### src/rtl/fimm_pkg.sv
package fimm_pkg;
  localparam logic [5:0] PRIMARY_OP = 6'd22;
  localparam logic [4:0] XO_LOAD_HI = 5'b00011;
  localparam logic [4:0] XO_PATCH_LO = 5'b01011;

  typedef enum logic [1:0] {OP_NONE, OP_LOAD_HI, OP_PATCH_LO, OP_BAD} fimm_op_e;

  typedef struct packed {
    fimm_op_e    op;
    logic [4:0]  frs;
    logic [15:0] imm;
  } fimm_dec_t;
endpackage

### src/rtl/fimm_decode.sv
module fimm_decode
  import fimm_pkg::*;
(
  input  logic [31:0] word,
  output fimm_dec_t   dec
);
  always_comb begin
    dec.frs = word[25:21];
    // scattered immediate: upper ten, middle five, lowest one
    dec.imm = {word[15:6], word[20:16], word[0]};
    if (word[31:26] != PRIMARY_OP) dec.op = OP_BAD;
    else if (word[5:1] == XO_LOAD_HI) dec.op = OP_LOAD_HI;
    else if (word[5:1] == XO_PATCH_LO) dec.op = OP_PATCH_LO;
    else dec.op = OP_BAD;
  end
endmodule

### src/rtl/fimm_widen.sv
module fimm_widen (
  input  logic [31:0] sp,
  output logic [63:0] dp
);
  logic       s;
  logic [7:0] e;
  logic [22:0] m, nm;
  logic [4:0] lz;
  logic       hit;

  always_comb begin
    s = sp[31];
    e = sp[30:23];
    m = sp[22:0];
    lz = '0;
    hit = 1'b0;
    for (int i = 22; i >= 0; i--) begin
      if (!hit && m[i]) begin
        lz = 5'(22 - i);
        hit = 1'b1;
      end
    end
    nm = m << (lz + 5'd1);
    if (e == 8'hFF)
      dp = {s, 11'h7FF, m, 29'b0};
    else if (e == 8'h00) begin
      if (m == '0) dp = {s, 63'b0};
      else dp = {s, 11'd896 - {6'b0, lz}, nm, 29'b0};
    end else
      dp = {s, {3'b0, e} + 11'd896, m, 29'b0};
  end
endmodule

### src/rtl/fimm_narrow_hi.sv
module fimm_narrow_hi (
  input  logic [63:0] dp,
  output logic [15:0] hi
);
  logic        s;
  logic [10:0] e;
  logic [51:0] m;
  logic [10:0] sh;
  logic [23:0] sub;

  always_comb begin
    s = dp[63];
    e = dp[62:52];
    m = dp[51:0];
    sh = 11'd897 - e;
    sub = {1'b1, m[51:29]} >> sh[4:0];
    if (e == 11'h7FF)
      hi = {s, 8'hFF, m[51:45] | {(m != '0) && (m[51:45] == '0), 6'b0}};
    else if (e >= 11'd1151)
      hi = {s, 8'hFF, 7'b0};
    else if (e >= 11'd897)
      hi = {s, 8'(e - 11'd896), m[51:45]};
    else if (sh >= 11'd24)
      hi = {s, 15'b0};
    else
      hi = {s, 8'h00, sub[22:16]};
  end
endmodule

### src/rtl/fimm_regfile.sv
module fimm_regfile #(
  parameter int DEPTH = 32,
  parameter int DW = 64,
  localparam int AW = $clog2(DEPTH)
) (
  input  logic          clk,
  input  logic          rst_n,
  input  logic          we,
  input  logic [AW-1:0] wa,
  input  logic [DW-1:0] wd,
  input  logic [AW-1:0] ra0,
  output logic [DW-1:0] rd0,
  input  logic [AW-1:0] ra1,
  output logic [DW-1:0] rd1
);
  logic [DW-1:0] mem [DEPTH];

  always_ff @(posedge clk) begin
    if (!rst_n) begin
      for (int i = 0; i < DEPTH; i++) mem[i] <= '0;
    end else if (we) begin
      mem[wa] <= wd;
    end
  end

  assign rd0 = mem[ra0];
  assign rd1 = mem[ra1];
endmodule

### src/rtl/fimm_unit.sv
module fimm_unit
  import fimm_pkg::*;
#(
  parameter int NUM_FPR = 32,
  parameter int PC_W = 64,
  parameter int PC_STEP = 4,
  localparam int AW = $clog2(NUM_FPR)
) (
  input  logic            clk,
  input  logic            rst_n,
  input  logic            insn_valid,
  output logic            insn_ready,
  input  logic [31:0]     insn_word,
  input  logic [AW-1:0]   rd_addr,
  output logic [63:0]     rd_data,
  output logic            illegal,
  output logic [PC_W-1:0] pc
);
  fimm_dec_t   dec, ex;
  logic        busy, accept, wr_en;
  logic [63:0] cur, wr_data;
  logic [15:0] keep_hi;
  logic [31:0] sp_word;

  fimm_decode u_dec (.word(insn_word), .dec(dec));

  assign insn_ready = !busy;
  assign accept = insn_valid && insn_ready;

  always_ff @(posedge clk) begin
    if (!rst_n) begin
      busy <= 1'b0;
      ex <= '{op: OP_NONE, frs: '0, imm: '0};
      illegal <= 1'b0;
      pc <= '0;
    end else begin
      busy <= accept;
      if (accept) ex <= dec;
      illegal <= busy && (ex.op == OP_BAD);
      if (busy) pc <= pc + PC_W'(PC_STEP);
    end
  end

  fimm_narrow_hi u_nar (.dp(cur), .hi(keep_hi));

  assign sp_word = (ex.op == OP_LOAD_HI) ? {ex.imm, 16'h0000} : {keep_hi, ex.imm};

  fimm_widen u_wid (.sp(sp_word), .dp(wr_data));

  assign wr_en = busy && (ex.op == OP_LOAD_HI || ex.op == OP_PATCH_LO);

  fimm_regfile #(.DEPTH(NUM_FPR), .DW(64)) u_rf (
    .clk(clk), .rst_n(rst_n),
    .we(wr_en), .wa(ex.frs[AW-1:0]), .wd(wr_data),
    .ra0(ex.frs[AW-1:0]), .rd0(cur),
    .ra1(rd_addr), .rd1(rd_data)
  );
endmodule

### config.mk
export PLATFORM = sky130hd
export DESIGN_NAME = fimm_unit
export DESIGN_NICKNAME = d
export VERILOG_FILES = /design/src/rtl/fimm_pkg.sv /design/src/rtl/fimm_decode.sv /design/src/rtl/fimm_widen.sv /design/src/rtl/fimm_narrow_hi.sv /design/src/rtl/fimm_regfile.sv /design/src/rtl/fimm_unit.sv
export SDC_FILE = /design/constraint.sdc
export NUM_CORES = 2
export LEC_CHECK = 0
export BUFFER_PORTS_ARGS = -buffer_cell sky130_fd_sc_hd__buf_4
export CAP_MARGIN = 25
export CORE_MARGIN = 2
export CORE_UTILIZATION = 60
export DETAILED_ROUTE_END_ITERATION = 8
export HOLD_SLACK_MARGIN = 0.03
export PLACE_DENSITY = 0.83
export SYNTH_ARGS = -nofsm -noshare
export SYNTH_HDL_FRONTEND = slang
export SYNTH_SLANG_ARGS = --single-unit
### constraint.sdc
create_clock -name clk -period 7.4 [get_ports clk]
set_input_delay 0.74 -clock clk [delete_from_list [all_inputs] [get_ports clk]]
set_output_delay 0.74 -clock clk [all_outputs]
set_load 0.01 [all_outputs]
==> flow_summary.toml <==
[run_status]
status = "finished, final reports clean"

[synthesis]
yosys.area.top_type = "edfxtp_1"
synthMuxAreaShare_pct = 18.9
ys_seq_area_share_pct = 56.5
synth-edff-count = 1088
synthFlopType = "edfxtp_1"
synth_fa_ha_area_share_pct = 0.164
synth_seq_cells = 1180
synth_top_family_by_area = "multiplexers"
syn_area_per_cell_um2 = 12.9
synthTopCellsByArea = "edfxtp_1, mux4_2, nor2_1"
synth.distinct_cells = 106
synth.top_cell.area_share_pct = 53.5
async_reset_ff_share_pct = 0
synthSimpleGateAreaFrac_pct = 13.9
synth_area_um2 = 61100
synthXorXnorAreaFrac_pct = 0.744
yosysWarningCount = 0
synth_compound_area_share_pct = 5.35
syn-instance-count = 4726

[setup_path]
cp.required_ns = 7.82
crit_path_start_kind = "flip-flop"
end_kind = "flip-flop"
critPathKind = "flip-flop to flip-flop"
arrival_ns = 7.59
worst-path-max-fanout = 42

[power]
power_density_nw_per_um2 = 249
switching_share_pct = 30.0
pwr-share-comb_pct = 20.5
p_leak_uw = 0.0225
p_sw_uw = 5040
power.share.clock_pct = 34.0
p_total_uw = 16800
seqPwrFrac_pct = 45.5
irDropWorstVdd_mv = 0.187
p_int_uw = 11800

[floorplanning]
die_x_um = 323
row_count = 117
die_area_um2 = 104000
initial_core_util_pct = 60.3
boundaryPins = 170
coreArea_um2 = 101000
fp.dieH_um = 323

[cts]
cts_buffers = 115
tritoncts = "built"
clock_sink_count = 1180
path_clk_slew_ns = 0.06
cts-root-buf = "clkbuf_16"
clk-insertion-delay-late_ns = 0.72
cts_buffer_depth = 3
h-tree-depth = 3

[final_layout]
layout_common_cells = "edfxtp_1, nor2_1, mux4_2"
layout-drive-gt1-share_pct = 23.4
fin_area_um2 = 67500
fill_cells = 6757
antenna_cells = 0
final_common_cell = "edfxtp_1"
nets = 4796
multi_input_area_um2 = 24400
syn_to_final_growth_pct = 10.5
regArea_um2 = 34500
fin_util_pct = 66.6

[routing]
avgRoutedWirePerCell_um = 31.8
drc = 0
first_pass_iters = 8
final_antenna_net_count = 0
first_iter_violations = 9047
vias = 45700
via_per_inst = 7.36
drt_wl_total_um = 198000

[job]
max-cap-violations = 0

[global_route]
grt_pass1_wl_um = 287000
antenna_found_initial = 11
grt_max_degree = 104
grt_pass1_vias = 44900
grt-ovfl-total = 0
grtUsageTotal_pct = 37.5

[placement]
place_congestion = 0.984
dp_hpwl_um = 120000
dp_slack_ns = 0.271
place_area_um2 = 63600
io_buffers = 138

[timing]
min_period_over_period_pct = 96.8
hold_viol = 0
rsz0062_at_grt = "false"
fin_skew_ns = 0.0426
setup_slack_ns = 0.234
fmax_mhz = 140
max-slew-margin-rel_pct = 25.5
tightest_slew_ns = 1.11
setup_tns_ns = 0
setup_violations = 0
period_needed_ns = 7.17
slew_viol_final = 0

[min_path]
hp-class = "primary input to flip-flop"
-- sequential cells by signal (all words and copies together), names as in the netlist, named ones only --
| signal | flops |
|---|---|
| illegal | 1 |
| u_rf.mem | 1088 |
| ex | 23 |
| pc | 62 |
| busy | 1 |
-- logic make-up (layout without fill, tap and decap cells) --
family / count (synthesis) / in the layout
flip-flops: 1180 / 1180
AO/OA/AOI/OAI: 477 / 477
buffers and inverters: 483 / 576
other: 1 / 31
multiplexers: 690 / 690
AND/OR/NAND/NOR: 1836 / 1836
adder cells (fa/ha/maj): 8 / 8
XOR/XNOR: 51 / 51
-- routing by layer --
| layer | routed length, um | up-vias | global-route usage [%] | part of all wire [%] |
|---|---|---|---|---|
| li1 | - | 17900 | - | - |
| met1 | 61200 | 21800 | 46.7 | 31 |
| met2 | 87200 | 4986 | 55.8 | 44 |
| met3 | 35400 | 1032 | 14.4 | 18 |
| met4 | 13700 | 18 | 22.7 | 6.9 |
| met5 | 204 | - | 0.648 | 0.10 |
-- timing repair --
item | in CTS | in global routing
gates resized for setup | 0 | 4
buffers inserted | 0 | 4
endpoints found under the setup margin | 0 | 495
hold buffers | 0 | 0
-- final cells by class --
class                   count  area share [%]
flip-flops and latches   1180            51.2
repair buffers            337            4.72
clock inverters            68           0.846
well taps                1368            2.54
clock buffers             150            4.49
multi-input cells        3093            36.1
inverters                  21           0.128
-- cell usage after synthesis (23+ instances only) --
| cell type | instances |
|---|---|
| a21boi_0 | 37 |
| a21oi_1 | 135 |
| a22oi_1 | 107 |
| and2_1 | 53 |
| buf_1 | 23 |
| buf_2 | 48 |
| buf_4 | 50 |
| buf_6 | 24 |
| clkbuf_1 | 249 |
| dfxtp_1 | 92 |
| dlygate4sd3_1 | 28 |
| edfxtp_1 | 1088 |
| mux2_2 | 47 |
| mux2i_1 | 276 |
| mux4_2 | 367 |
| nand2_1 | 251 |
| nand3_1 | 103 |
| nand4_1 | 25 |
| nor2_1 | 908 |
| nor2_2 | 90 |
| nor3_1 | 163 |
| nor4_1 | 91 |
| o21ai_0 | 47 |
| or4_1 | 23 |
| xnor2_1 | 39 |
-- path summary, 6_finish.rpt --
path	startpoint	to	slack (ns)	cells past startpoint
min	insn_word[4]	ex[21]	0.24	2
max reg2reg	flip-flop	u_rf.mem[0][40]	0.23	24
max	flip-flop	u_rf.mem[0][40]	0.23	24
min reg2reg	ex[10]	ex[10]	0.51	2
-- per-stage QoR --
stage | hold WS [ns] | instances
detailed placement | 0.506 | 5983
global placement | 0.489 | 5975
CTS | 0.223 | 6201
finish | 0.241 | 6217
floorplan | 0.466 | 4756
global route | 0.257 | 6217
-- worst max-delay path: stages (launching register included) --
cell	delay (ns)
dfxtp_4	0.58
buf_6	0.31
buf_12	0.30
or4b_2	0.61
nor3_1	0.37
nand3_1	0.17
nand3_1	0.15
a21boi_0	0.10
nor4_1	0.43
o32ai_1	0.34
a31oi_1	0.30
o211a_1	0.25
nand3_1	0.17
o41a_1	0.45
inv_1	0.06
ha_1	0.19
inv_1	0.11
o21ai_0	0.15
and2_1	0.16
nand2_1	0.17
and2_1	0.22
o21a_1	0.26
a222oi_1	0.51
buf_12	0.34
nor2_2	0.06
-- power groups by stage --
stage,registers (uW),clock network [uW],logic [uW]
floorplan,7700,0,2190
global placement,7750,0,3230
detailed placement,7770,0,3260
CTS,7640,5690,3280
global route,7660,5960,3560
finish,7650,5720,3440
No activity file was read; power rests on OpenSTA's default activity.
